File: src/rtl/rxaf_pkg.sv
package rxaf_pkg;
  localparam int MAC_W      = 48;
  localparam int WORD_W     = 16;
  localparam int HASH_WORDS = 16;
  localparam int STA_REGS   = 3;
  localparam int HSEL_W     = $clog2(HASH_WORDS);
  localparam int BSEL_W     = $clog2(WORD_W);
  localparam int IDX_W      = HSEL_W + BSEL_W;

  // fixed flow-control address slots (bytes 0,1 / 2,3 / 4,5)
  localparam logic [WORD_W-1:0] CTRL_SLOT_HI  = 16'h0180;
  localparam logic [WORD_W-1:0] CTRL_SLOT_MID = 16'hC200;
  localparam logic [WORD_W-1:0] CTRL_SLOT_LO  = 16'h0001;
  localparam logic [MAC_W-1:0]  CTRL_ADDR     = {CTRL_SLOT_HI, CTRL_SLOT_MID, CTRL_SLOT_LO};

  typedef struct packed {
    logic [STA_REGS-1:0] staWe;
    logic                hashWe;
    logic [HSEL_W-1:0]   hashSel;
    logic                cfgWe;
    logic                loadDa;
    logic                evalDa;
  } strobe_t;
endpackage

File: src/rtl/rxaf_ctrl.sv
module rxaf_ctrl
  import rxaf_pkg::*;
#(
  parameter int ADDR_W    = 8,
  parameter int STA_BASE  = 'h00,
  parameter int HASH_BASE = 'h40,
  parameter int CFG_OFF   = 'h80
) (
  input  logic              clk,
  input  logic              rstN,
  input  logic              regWe,
  input  logic [ADDR_W-1:0] regAddr,
  input  logic              daValid,
  output strobe_t           str,
  output logic              decValid
);
  localparam logic [31:0] STA_SPAN  = 32'(4 * STA_REGS);
  localparam logic [31:0] HASH_SPAN = 32'(4 * HASH_WORDS);

  logic [31:0] staOff;
  logic [31:0] hashOff;
  logic        aligned;
  logic        staHit;
  logic        hashHit;
  logic        cfgHit;
  logic        s1Valid;

  always_comb begin
    staOff  = 32'(regAddr) - 32'(STA_BASE);
    hashOff = 32'(regAddr) - 32'(HASH_BASE);
    aligned = (regAddr[1:0] == 2'b00);
    staHit  = aligned && (staOff < STA_SPAN);
    hashHit = aligned && (hashOff < HASH_SPAN);
    cfgHit  = (32'(regAddr) == 32'(CFG_OFF));
  end

  generate
    for (genvar i = 0; i < STA_REGS; i++) begin : g_staWe
      assign str.staWe[i] = regWe && staHit && (staOff[31:2] == 30'(i));
    end
  endgenerate

  assign str.hashWe  = regWe && hashHit;
  assign str.hashSel = hashHit ? hashOff[HSEL_W+1:2] : '0;
  assign str.cfgWe   = regWe && cfgHit;
  assign str.loadDa  = daValid;
  assign str.evalDa  = s1Valid;

  always_ff @(posedge clk) begin
    if (!rstN) begin
      s1Valid  <= 1'b0;
      decValid <= 1'b0;
    end else begin
      s1Valid  <= daValid;
      decValid <= s1Valid;
    end
  end

  AST_DEC_LATENCY: assert property (@(posedge clk) disable iff (!rstN)
    daValid |-> ##2 decValid);
  AST_NO_SPURIOUS_DEC: assert property (@(posedge clk) disable iff (!rstN)
    decValid |-> $past(daValid, 2));
  AST_WR_ONEHOT: assert property (@(posedge clk) disable iff (!rstN)
    $onehot0({str.staWe, str.hashWe, str.cfgWe}));
  AST_UNALIGNED_IGNORED: assert property (@(posedge clk) disable iff (!rstN)
    (regWe && regAddr[1:0] != 2'b00) |-> ($countones({str.staWe, str.hashWe, str.cfgWe}) == 0));
endmodule

File: src/rtl/rxaf_dp.sv
module rxaf_dp
  import rxaf_pkg::*;
(
  input  logic              clk,
  input  logic              rstN,
  input  strobe_t           str,
  input  logic [WORD_W-1:0] wdata,
  input  logic [MAC_W-1:0]  daIn,
  output logic              accept
);
  logic [WORD_W-1:0] staReg  [STA_REGS];
  logic [WORD_W-1:0] hashReg [HASH_WORDS];
  logic              cfgPromisc;
  logic              cfgHashEn;
  logic [MAC_W-1:0]  s1Addr;

  logic [IDX_W-1:0]  hashIdx;
  logic [HSEL_W-1:0] wordSel;
  logic [BSEL_W-1:0] bitSel;
  logic [MAC_W-1:0]  staAddr;
  logic isMcast, isBcast, staMatch, ctrlMatch, hashHit, acceptNext;

  // reflected CRC-32 over 6 bytes, LSB first, seed all ones, no final invert
  function automatic logic [IDX_W-1:0] hashIndex(input logic [MAC_W-1:0] a);
    logic [31:0] c;
    logic        fb;
    c = '1;
    for (int b = 0; b < MAC_W / 8; b++) begin
      for (int k = 0; k < 8; k++) begin
        fb = c[0] ^ a[MAC_W - 8 - 8*b + k];
        c  = {1'b0, c[31:1]} ^ (fb ? 32'hEDB88320 : 32'h0);
      end
    end
    return c[31 -: IDX_W];
  endfunction

  always_comb begin
    staAddr = '0;
    for (int i = 0; i < STA_REGS; i++) staAddr[WORD_W*i +: WORD_W] = staReg[i];
    hashIdx    = hashIndex(s1Addr);
    wordSel    = hashIdx[IDX_W-1 -: HSEL_W];
    bitSel     = hashIdx[BSEL_W-1:0];
    isMcast    = s1Addr[MAC_W-8];
    isBcast    = &s1Addr;
    staMatch   = (s1Addr == staAddr);
    ctrlMatch  = (s1Addr == CTRL_ADDR);
    hashHit    = hashReg[wordSel][bitSel];
    acceptNext = cfgPromisc || isBcast || staMatch || ctrlMatch ||
                 (isMcast && cfgHashEn && hashHit);
  end

  always_ff @(posedge clk) begin
    if (!rstN) begin
      for (int i = 0; i < STA_REGS; i++) staReg[i] <= '0;
      for (int i = 0; i < HASH_WORDS; i++) hashReg[i] <= '0;
      cfgPromisc <= 1'b0;
      cfgHashEn  <= 1'b0;
      s1Addr     <= '0;
      accept     <= 1'b0;
    end else begin
      for (int i = 0; i < STA_REGS; i++)
        if (str.staWe[i]) staReg[i] <= wdata;
      if (str.hashWe) hashReg[str.hashSel] <= wdata;
      if (str.cfgWe) begin
        cfgPromisc <= wdata[0];
        cfgHashEn  <= wdata[1];
      end
      if (str.loadDa) s1Addr <= daIn;
      if (str.evalDa) accept <= acceptNext;
    end
  end

  AST_PROMISC_ACCEPT: assert property (@(posedge clk) disable iff (!rstN)
    (str.evalDa && cfgPromisc) |=> accept);
  AST_BCAST_ACCEPT: assert property (@(posedge clk) disable iff (!rstN)
    (str.evalDa && s1Addr == '1) |=> accept);
  AST_CTRL_ACCEPT: assert property (@(posedge clk) disable iff (!rstN)
    (str.evalDa && s1Addr == CTRL_ADDR) |=> accept);
  AST_ACCEPT_HOLD: assert property (@(posedge clk) disable iff (!rstN)
    !str.evalDa |=> $stable(accept));
endmodule

File: src/rtl/rx_addr_filter.sv
module rx_addr_filter
  import rxaf_pkg::*;
#(
  parameter int ADDR_W    = 8,
  parameter int STA_BASE  = 'h00,
  parameter int HASH_BASE = 'h40,
  parameter int CFG_OFF   = 'h80
) (
  input  logic              clk,
  input  logic              rstN,
  input  logic              regWe,
  input  logic [ADDR_W-1:0] regAddr,
  input  logic [15:0]       regWdata,
  input  logic              daValid,
  input  logic [47:0]       daIn,
  output logic              decValid,
  output logic              accept
);
  strobe_t str;

  rxaf_ctrl #(
    .ADDR_W(ADDR_W), .STA_BASE(STA_BASE), .HASH_BASE(HASH_BASE), .CFG_OFF(CFG_OFF)
  ) u_ctrl (
    .clk(clk), .rstN(rstN), .regWe(regWe), .regAddr(regAddr),
    .daValid(daValid), .str(str), .decValid(decValid)
  );

  rxaf_dp u_dp (
    .clk(clk), .rstN(rstN), .str(str), .wdata(regWdata),
    .daIn(daIn), .accept(accept)
  );
endmodule

File: config.mk
export PLATFORM = sky130hd
export DESIGN_NAME = rx_addr_filter
export DESIGN_NICKNAME = d
export VERILOG_FILES = /design/src/rtl/rxaf_pkg.sv /design/src/rtl/rxaf_ctrl.sv /design/src/rtl/rxaf_dp.sv /design/src/rtl/rx_addr_filter.sv
export SDC_FILE = /design/constraint.sdc
export NUM_CORES = 1
export LEC_CHECK = 0
export ABC_AREA = 1
export BUFFER_PORTS_ARGS = -buffer_cell sky130_fd_sc_hd__buf_2
export CELL_PAD_IN_SITES_DETAIL_PLACEMENT = 1
export CELL_PAD_IN_SITES_GLOBAL_PLACEMENT = 2
export CORE_MARGIN = 2
export CORE_UTILIZATION = 41
export DETAILED_ROUTE_END_ITERATION = 8
export PLACE_DENSITY = 0.95
export SLEW_MARGIN = 30
export SYNTH_ARGS = -nofsm -noshare
export SYNTH_HDL_FRONTEND = slang
export SYNTH_HIERARCHICAL = 1
export SYNTH_SLANG_ARGS = --single-unit
File: constraint.sdc
create_clock -name clk -period 12.99 [get_ports clk]
set_input_delay 1.299 -clock clk [delete_from_list [all_inputs] [get_ports clk]]
set_output_delay 1.299 -clock clk [all_outputs]
set_load 0.05 [all_outputs]
[Word level (Yosys, flattened, before mapping)]
Memories as Yosys holds them, arrays and structs flattened.
Cells that the tools add are included.
Storage, ports and cells
  register bits after elaboration: 53
  latch bits: 0
  memory bits (writable): 304
  bits in read-only memories: 0
  input port bits: 76
  output and inout port bits: 2
  memories kept: 2
Memories
  u_dp.hashReg: depth 16, bits a word 16, rd ports 1, clocked after Yosys merged registers in 0, wr ports 16, line rxaf_dp.sv:12  | logic [WORD_W-1:0] hashReg [HASH_WORDS];
  u_dp.staReg: depth 3, bits a word 16, rd ports 3, clocked after Yosys merged registers in 0, wr ports 3, line rxaf_dp.sv:11  | logic [WORD_W-1:0] staReg [STA_REGS];
Operators by class
  $add $sub $neg: 1
  multipliers: 0
  div/mod/pow operators: 0
  $lt $le $gt $ge: 3
  eq/ne operators: 5
  shift operators: 0
  multiplexer cells: 70
  bitwise gates (word level): 98
  reductions and logical operators: 18
Operators by type and width (count)
  $mux W32: 48
  $xor A31 B32 Y32: 47
  $mux W16: 4
  $eq A48 B41 Y1 const B: 1
  $eq A48 B48 Y1: 1
  $reduce_and A48 Y1: 1
  $xor A1 B1 Y1: 47
  $lt A32 B7 Y1 const B: 1
  $not A31 Y31: 1
  $logic_not A30 Y1: 1
  $reduce_or A16 Y1: 1
  $mux W1: 15
  $logic_and A1 B1 Y1: 10
  $sub A8 B7 Y9 const B: 1
  $eq A8 B8 Y1 const B: 1
  $lt A8 B4 Y1 const B: 1
  $mux W4: 2
  $eq A6 B1 Y1 const B: 1
  $eq A6 B2 Y1 const B: 1
  $lt A4 B5 Y1 const B: 1
  $bmux W1 S4: 1
  $logic_or A1 B1 Y1: 4
  $or A1 B1 Y1: 3
  $logic_not A2 Y1: 1

[Depth between registers and ports, before layout]
Gate-level depths: netlist of run 1.
An unclocked memory read counts as a cell.
  depth after elaboration: 148
  depth in mapped cells: 52

[Cells and area by module]
The synthesis of run 1 kept the hierarchy.
By module, submodules not included
  rxaf_dp: instances 1, cells an instance 2741, area each 21266.6 sq um, sequential area each 10149.7 sq um
  rxaf_ctrl: instances 1, cells an instance 35, area each 185.2 sq um, sequential area each 40.0 sq um

[Worst setup path before layout of run 1]
Ideal clock, no wire load.
  kind: register -> register
  start: reg u_dp.s1Addr[41]
  end: reg u_dp.accept
  data arrival time: 4.409 ns
  slack: 8.514 ns
  stages on the path, launching flop included: 46
  buffers on the path: 3
  period minus slack after synthesis: 4.476 ns
  cell sequence: dfxtp_1 -> inv_2 -> ha_1 -> buf_2 -> inv_2 -> nand2_1 -> nand2_1 -> nand2_1 -> nand2_1 -> nand2_1 -> nand2_1 -> nand2_1 -> nand3_1 -> nand2_2 -> nand2_2 -> nand2_2 -> nand2_1 -> nand2_1 -> (+10 left out) -> nand2_2 -> nand2_4 -> inv_2 -> nand3_4 -> nand2_4 -> buf_8 -> buf_6 -> nor2_1 -> o21a_1 -> nor2_1 -> nor2_1 -> nor2_1 -> nand2_1 -> nand2_1 -> nand2_1 -> nand3_1 -> nand3_1 -> a21oi_2
Between the ends
  word-level cells in the longest chain between the ends: 68
  elaborated cells between the ends (all ways): 128
  those cells by class: eq/ne (2); mux (37); bitwise (82); reduce/logical (6); memory (1)
RTL lines
  from (decl): line rxaf_dp.sv:15  | logic [MAC_W-1:0] s1Addr;
  from (signal assigned): line rxaf_dp.sv:68  | if (str.loadDa) s1Addr <= daIn;
  $xor A1 B1 Y1: line rxaf_dp.sv:30  | fb = c[0] ^ a[MAC_W - 8 - 8*b + k];
  $mux W32: line rxaf_dp.sv:31  | c = {1'b0, c[31:1]} ^ (fb ? 32'hEDB88320 : 32'h0);
  $xor A31 B32 Y32 (6 in a row): line rxaf_dp.sv:31
  $xor A1 B1 Y1 / $xor A31 B32 Y32 (equally long branches): line rxaf_dp.sv:30, rxaf_dp.sv:31
  $mux W32 / $xor A31 B32 Y32 (equally long branches): line rxaf_dp.sv:31
  $xor A31 B32 Y32: line rxaf_dp.sv:31
  $xor A31 B32 Y32 / $xor A1 B1 Y1 (equally long branches): line rxaf_dp.sv:31, rxaf_dp.sv:30
  $xor A31 B32 Y32, or another cell as far along: line rxaf_dp.sv:31
  (+47 left out)
  $xor A1 B1 Y1 / $mux W32 (equally long branches): line rxaf_dp.sv:30, rxaf_dp.sv:31
  $mux W32 / $xor A31 B32 Y32 (equally long branches): line rxaf_dp.sv:31
  $xor A31 B32 Y32: line rxaf_dp.sv:31
  $mem_v2 Z16 W16
  $bmux W1 S4: line rxaf_dp.sv:47  | hashHit = hashReg[wordSel][bitSel];
  $mux W1 (implied by the code): line rxaf_dp.sv:47
  $logic_and A1 B1 Y1: line rxaf_dp.sv:49  | (isMcast && cfgHashEn && hashHit);
  $logic_or A1 B1 Y1 (*): line rxaf_dp.sv:48  | acceptNext = cfgPromisc || isBcast || staMatch || ctrlMatch ||
  to (signal assigned): line rxaf_dp.sv:69  | if (str.evalDa) accept <= acceptNext;
  to (decl): line rxaf_dp.sv:9  | output logic accept
Mark *: on every way between the ends. The rest lies on a longest branch, timed or not. The select of a mux whose other input is x is not followed.
A chain may end at the register's enable or synchronous reset.

[Worst setup path after layout of run 1]
  start: reg u_dp.s1Addr[45]
  end: reg u_dp.accept
Between the ends
  word-level cells in the longest chain between the ends: 64
  elaborated cells between the ends (all ways): 116
  those cells by class: eq/ne (2); mux (33); bitwise (74); reduce/logical (6); memory (1)
RTL lines (line)
  $xor A1 B1 Y1: rxaf_dp.sv:30
  $mux W32: rxaf_dp.sv:31
  $xor A31 B32 Y32 (6 in a row): rxaf_dp.sv:31
  $xor A1 B1 Y1: rxaf_dp.sv:30
  $mux W32: rxaf_dp.sv:31
  $xor A31 B32 Y32 (6 in a row): rxaf_dp.sv:31
  $xor A1 B1 Y1: rxaf_dp.sv:30
  $mux W32: rxaf_dp.sv:31
  (+38 left out)
  $xor A1 B1 Y1: rxaf_dp.sv:30
  $mux W32: rxaf_dp.sv:31
  $xor A31 B32 Y32: rxaf_dp.sv:31
  $mem_v2 Z16 W16
  $bmux W1 S4: rxaf_dp.sv:47
  $mux W1 (implied by the code): rxaf_dp.sv:47
  $logic_and A1 B1 Y1: rxaf_dp.sv:49
  $logic_or A1 B1 Y1 (*): rxaf_dp.sv:48
Marks and branches as above.

==> results of run 1 <==
[layout make-up]
class                   instances  area (um2)
fillers                      6388       28010
clock inverters                18       186.4
multi-input cells            2081        9818
clock buffers                  53        1112
well taps                     680       850.8
flip-flops and latches        357       10190
repair buffers                 88       471.7
inverters                     228       865.8
[worst paths after layout]
path,end,start,cells after the start
setup reg to reg,u_dp/accept,u_dp/s1Addr[45],42
hold / removal,u_ctrl/decValid,u_ctrl/s1Valid,2
hold reg to reg,u_ctrl/decValid,u_ctrl/s1Valid,2
setup / recovery,u_dp/accept,u_dp/s1Addr[45],42
[per-stage QoR]
step | utilization | cells | instance area [um2] | hold WS, ns
after floorplan | - | 2776 | 21450 | 0.4075
after global placement | 0.4307 | 3434 | 22180 | 0.5109
after detailed placement | 0.4309 | 3434 | 22190 | 0.5388
after CTS | 0.4561 | 3505 | 23490 | 0.5421
after global routing | 0.4561 | 3505 | 23500 | 0.5637
final | 0.4561 | 3505 | 23500 | 0.5434
[cell families (layout without fill, tap and decap cells)]
group / after synthesis / in the layout / synth area share
AOI/OAI and AO/OA: 119 / 119 / 0.02986
xor gates and xnor gates: 103 / 103 / 0.04339
adders and majority gates: 6 / 6 / 0.003499
buffers and inverters: 338 / 387 / 0.06795
DFF: 357 / 357 / 0.4750
and+or+nand+nor: 1853 / 1853 / 0.3803
[cells in the mapped netlist, types with 9 or more instances]
library cell	number	area [um2]
nand4_1	25	156.4
nor2_1	317	1190
nand3_2	16	160.2
nand3_1	443	2217
xor2_1	46	402.9
o21ai_0	51	255.2
nand3b_1	19	142.6
nor4_1	13	81.33
edfxtp_1	304	9129
buf_2	23	115.1
buf_6	13	146.4
inv_1	191	716.9
xnor2_1	54	473.0
a21oi_1	49	245.2
nand2_2	74	462.9
dfxtp_1	53	1061
nand2_4	16	180.2
or2_2	9	56.30
nand2_1	900	3378
buf_4	11	82.58
nor3_1	13	65.06
clkbuf_1	55	206.5
inv_2	29	108.9
[metal layers]
layer | share of wire | wire length (um) | up-vias | global-route usage
met4 | 0.023 | 1973 | 0 | 0.08360
met2 | 0.45 | 37650 | 848 | 0.4900
li1 | - | - | 9125 | -
met3 | 0.087 | 7309 | 117 | 0.05343
met1 | 0.44 | 37050 | 10050 | 0.4435
met5 | 0 | 0 | - | 0
[registers in the layout, indices dropped and copies added, names as in the netlist]
name             count
u_ctrl/decValid      1
u_dp/cfgPromisc      1
u_dp/s1Addr         48
u_dp/accept          1
u_dp/hashReg       256
u_ctrl/s1Valid       1
u_dp/staReg         48
u_dp/cfgHashEn       1
[worst register-to-register path, delay by kind of cell (launching register included)]
family	cells	cell delay [ns]
AND/OR/NAND/NOR	32	4.45
AO/OA/AOI/OAI	1	0.06
adder cells (fa/ha/maj)	1	0.48
XOR/XNOR	1	0.36
flip-flops	1	0.67
buffers and inverters	7	1.87
==> metrics.md, run 1 <==
| Metric | Value |
|---|---|
| Status | finished, final reports clean |
| GRT Resource Usage Total | 0.3118 |
| Most frequent cells in the layout | 899 x nand2_1, 443 x nand3_1, 317 x nor2_1 |
| Crit path max fanout | 55 |
| Longest Clk Path Bufs | 3 |
| Post_cts resized | 0 |
| Post-Syn Nets | 2,858 |
| Largest net degree at the start of global routing | between 90 and 100 |
| Die X-Extent | 232.7 um |
| Vias | between 20,000 and 25,000 |
| Initial antenna violation count | 0 |
| Syn_area_per_cell | 7.728 um2 |
| Post-CTS setup buffer count | 0 |
| Synth warn | 6 |
| Via density | 5.746 |
| Dpl ws | slightly above 5 ns |
| Reg2Reg Setup Slack | 4.95 ns |
| Cell variety after synth | 45 |
| Vias in the first global route | 20,230 |
| Crit Path Class | reg2reg |
| Maximum clock frequency | 124.3 MHz |
| CP max stage cell | dfxtp_1 |
| Worst-margin pin slew | 1.004 ns |
| Required time of the worst setup path | 13.44 ns |
| Total wire length | 83,980 um |
| Post-synth ARST share | 0 |
| Wirelength per Cell | between 20 and 25 um |
| Crit. End Element | flop |
| Mapped Cells | ~2,800 |
| CP delay by family, top | simple AND/OR/NAND/NOR gates |
| Top_reg_cell synth | edfxtp_1 |
| Placeable Area | 0.05151 mm2 |
| Dpl hpwl | 60,600 um |
| Clock sink total | 357 |
| I/O Buffers | 77 |
| Die Y | between 200 and 250 um |
| P&R area growth vs syn | 9.524% |
| Max Slew Vio Count | 0 |
| Number of DRC markers in iteration 0 | ~1,800 |
| Hold Buf Count CTS | 0 |
| Max cap viols | 0 |
| Post-Syn Area | 0.02145 mm2 |
| Unrepaired setup endpoints after global routing | no |
| Final setup fails | 0 |
| Seq/Total Area, Yosys | 0.4750 |
| Clk slew on worst S/H paths | around 0.060 ns |
| Setup TNS | 0 ns |
| H-tree Lvls | 2 |
| Die ar. | 0.05417 mm2 |
| # nets final | 2,879 |
| TritonCTS clock tree | built |
| First-pass GRT wire length | 125,600 um |
| Commonest non-fill, non-tap cell in the layout | nand2_1 |
| Crit path buffers/inverters | 7 |
| Later-pin clock latency in the skew report | approximately 0.57 ns |
| Rows | 83 |
| I/O Pins | 78 |
| Max Clock Skew | 0.02174 ns |
| CTS Root Cell | clkbuf_16 |
| Peak per-stage delay on the critical path | 0.67 ns |
| Layout cells sized above 1 | 0.1076 |
| Post-synth EDFFs | 304 |
| GRT overflow | 0 |
| Starting density of the core | 0.4165 |
| Number of hold violations in the final report | 0 |
| Post-route ant nets | 0 |
| TritonCTS Buffers | 41 |
| Worst Path Arrival | about 8.5 ns |
| Hold WC Path Type | reg2reg |
| Final worst-path cycle share | 0.6193 |
| Synth Register Bits | approximately 360 |
| Worst setup margin | between 4 and 5 ns |
| Number of antenna diodes | 0 |
| Critical Path Source Type | flop |
| DRC | 0 |
| Max_slew headroom | 0.3267 |
| Crit-path most repeated cell | nand2_1 |
| GPL Wtd Cong | roughly 0.94 |
| Router iterations before antenna repair | 5 |
| Period minus WS final | 8.045 ns |
Power of run 1 is left out: the tool's default activity adds up to more than one toggle a clock period on the data nets, which glitch-free logic cannot reach.
==> inputs of run 2 (changes only) <==
--- a/config.mk
+++ b/config.mk
@@ -10,9 +10,9 @@
 export CELL_PAD_IN_SITES_DETAIL_PLACEMENT = 1
 export CELL_PAD_IN_SITES_GLOBAL_PLACEMENT = 2
 export CORE_MARGIN = 2
-export CORE_UTILIZATION = 41
+export CORE_UTILIZATION = 38
 export DETAILED_ROUTE_END_ITERATION = 8
-export PLACE_DENSITY = 0.95
+export PLACE_DENSITY = 0.91
 export SLEW_MARGIN = 30
 export SYNTH_ARGS = -nofsm -noshare
 export SYNTH_HDL_FRONTEND = slang
==> constraint.sdc (replaced) <==
create_clock -name clk -period 7.8 [get_ports clk]
set_input_delay 0.78 -clock clk [delete_from_list [all_inputs] [get_ports clk]]
set_output_delay 0.78 -clock clk [all_outputs]
set_load 0.05 [all_outputs]
==> run 2 against run 1 <==
Non-clock buffer count is 7 higher. Cell area increased by 0.48%. Core utilization is 3.5 points lower. Sequential cell count unchanged. Critical path depth is the same. Clock-buffer cell count shrank 8. Via count decreased by 0.35%. Die area rose by 7.8%. Worst setup slack got worse by 4.4 ns. Highest routed layer is now met5.
==> metrics.md, run 2 (synthesis results as in run 1) <==
| Metric | Value |
|---|---|
| Crit path max fanout | 24 (-56%) |
| Clk slew on worst S/H paths | 0.07 ns (about the same) |
| Die Y | 241.6 um (+3.8%) |
| Status | finished, final reports clean |
| Unrepaired setup endpoints after global routing | no |
| Placeable Area | 0.05606 mm2 (+8.8%) |
| First-pass GRT wire length | 127,700 um (+1.7%) |
| Hold WC Path Type | in2reg |
| GPL Wtd Cong | 0.9469 (+0.23%) |
| Final worst-path cycle share | 0.9266 (+0.3073) |
| Post-layout util | 0.4211 (-0.03500) |
| Critical Path Start | u_dp/s1Addr[45] |
| Hold Startpoint | daIn[26] |
| Number of hold violations in the final report | 0 (unchanged) |
| Largest net degree at the start of global routing | 92 (unchanged) |
| DRC | 0 (unchanged) |
| Period minus WS final | 7.227 ns (-0.8177 ns) |
| Rows | 87 (+4.8%) |
| I/O Pins | 78 (unchanged) |
| Peak per-stage delay on the critical path | 0.72 ns (+0.05 ns) |
| GRT overflow | 0 (unchanged) |
| Later-pin clock latency in the skew report | 0.55 ns (-0.02 ns) |
| Worst Path Arrival | 7.63 ns (-0.86 ns) |
| Cell Area, Placed | 0.02237 mm2 (+0.79%) |
| Setup TNS | 0 ns (unchanged) |
| Crit Path Class | reg2reg |
| Max_slew headroom | 0.3235 (-0.003169) |
| Die ar. | 0.05837 mm2 (+7.8%) |
| Clock sink total | 357 (unchanged) |
| GRT Resource Usage Total | 0.2884 (-0.02341) |
| I/O Buffers | 77 (unchanged) |
| Initial antenna violation count | 2 (+2) |
| Dpl hpwl | 62,410 um (+3.0%) |
| # nets final | 2,884 (+0.17%) |
| Post-route cell area | 0.02361 mm2 (+0.48%) |
| Max Clock Skew | 0.01229 ns (-0.009447 ns) |
| Wirelength per Cell | 23.73 um (-0.98%) |
| Crit. End Element | flop |
| Via density | 5.595 (-2.6%) |
| Worst-margin pin slew | 1.012 ns (+0.008507 ns) |
| CTS Root Cell | clkbuf_16 |
| Vias in the first global route | 20,280 (+0.23%) |
| Final setup fails | 0 (unchanged) |
| Biggest register | u_dp/hashReg |
| Crit-path most repeated cell | nand2_1 |
| Post-CTS setup buffer count | 0 (unchanged) |
| Max reg flops | 256 (unchanged) |
| Required time of the worst setup path | 8.21 ns (-5.23 ns) |
| Dpl ws | 0.6586 ns (-4.529 ns) |
| Maximum clock frequency | 138.4 MHz (+11%) |
| Vias | 20,070 (-0.35%) |
| Footprint of the multi-input gates | 0.009812 mm2 (about the same) |
| P&R area growth vs syn | 10.06% |
| Fillers | 6,870 (+7.5%) |
| H-tree Lvls | 2 (unchanged) |
| Max Slew Vio Count | 0 (unchanged) |
| TritonCTS clock tree | built |
| TritonCTS Buffers | 39 (-4.9%) |
| Post-route ant nets | 0 (unchanged) |
| Die X-Extent | 241.6 um (+3.8%) |
| Max cap viols | 0 (unchanged) |
| Largest registers | u_dp/hashReg: 256 flops, u_dp/s1Addr: 48 flops, u_dp/staReg: 48 flops |
| Number of DRC markers in iteration 0 | 1,905 (+4.6%) |
| Critical Path Source Type | flop |
| Router iterations before antenna repair | 5 (unchanged) |
| Total wire length | 85,110 um (+1.3%) |
| Worst setup margin | 0.5728 ns (-4.372 ns) |
| Longest Clk Path Bufs | 3 (unchanged) |
| Register area | 0.01019 mm2 (unchanged) |
| Commonest non-fill, non-tap cell in the layout | nand2_1 |
| Reg2reg start | u_dp/s1Addr[45] |
| Starting density of the core | 0.3827 (-0.03381) |
| CP max stage cell | dfxtp_1 |
| Most frequent cells in the layout | 900 x nand2_1, 443 x nand3_1, 316 x nor2_1 |
| Layout cells sized above 1 | 0.1092 (+0.001577) |
-- run 2: changes by cell type in the layout (fill, tap and decap cells not counted), moves of 2 or more --
cell and delta:
buf_12 +3, buf_4 +4, clkinv_2 +4, clkinvlp_4 -2
clkbuf_1 -4, clkbuf_16 -3, clkinv_1 +3
-- run 2: timing repair --
item | in CTS | in global routing
hold buffers | 0 | 0
endpoints found under the setup margin | 0 | 1
hold endpoints to repair | 0 | 0
gates resized for setup | 0 | 4
-- run 2: metrics by stage --
step / instances / hold WS, ns
2_1_floorplan: 2776 / 0.4075
5_1_grt: 3586 / 0.4787
6_report: 3587 / 0.4659
3_5_place_dp: 3517 / 0.5594
4_1_cts: 3586 / 0.4524
3_3_place_gp: 3517 / 0.5364
-- run 2: routing by layer --
metal,global-route usage,routed length [um],part of all wire
met1,0.4129,38650,0.45
met2,0.4507,37700,0.44
met3,0.04972,6678,0.078
met4,0.07490,2073,0.024
met5,0,13,0.00015
-- run 2: path summary, 6_finish.rpt --
kind | end | slack (ns) | cells after the start
worst max register to register | u_dp/accept | 0.57 | 42
worst min register to register | u_dp/s1Addr[31] | 0.57 | 2
worst min-delay path | u_dp/s1Addr[26] | 0.47 | 3
worst max-delay path | u_dp/accept | 0.57 | 42
-- run 2: area by class of cell --
cell class,count,area share
tap,756,0.04007
antenna,1,0.0001060
clock buffer,45,0.04272
multi-input combinational,2081,0.4156
timing repair buffer,95,0.02380
inverter,228,0.03678
sequential,357,0.4316
clock inverter,24,0.009327
-- run 2: critical path: cells and delay by family (launching register included) --
family	cells	cell delay, ns
compound gates	1	0.05
buf+inv	7	1.51
xor+xnor	1	0.37
simple gates	32	3.89
fa+ha+maj	1	0.52
flops	1	0.72
Power of run 2 is left out for the same reason.
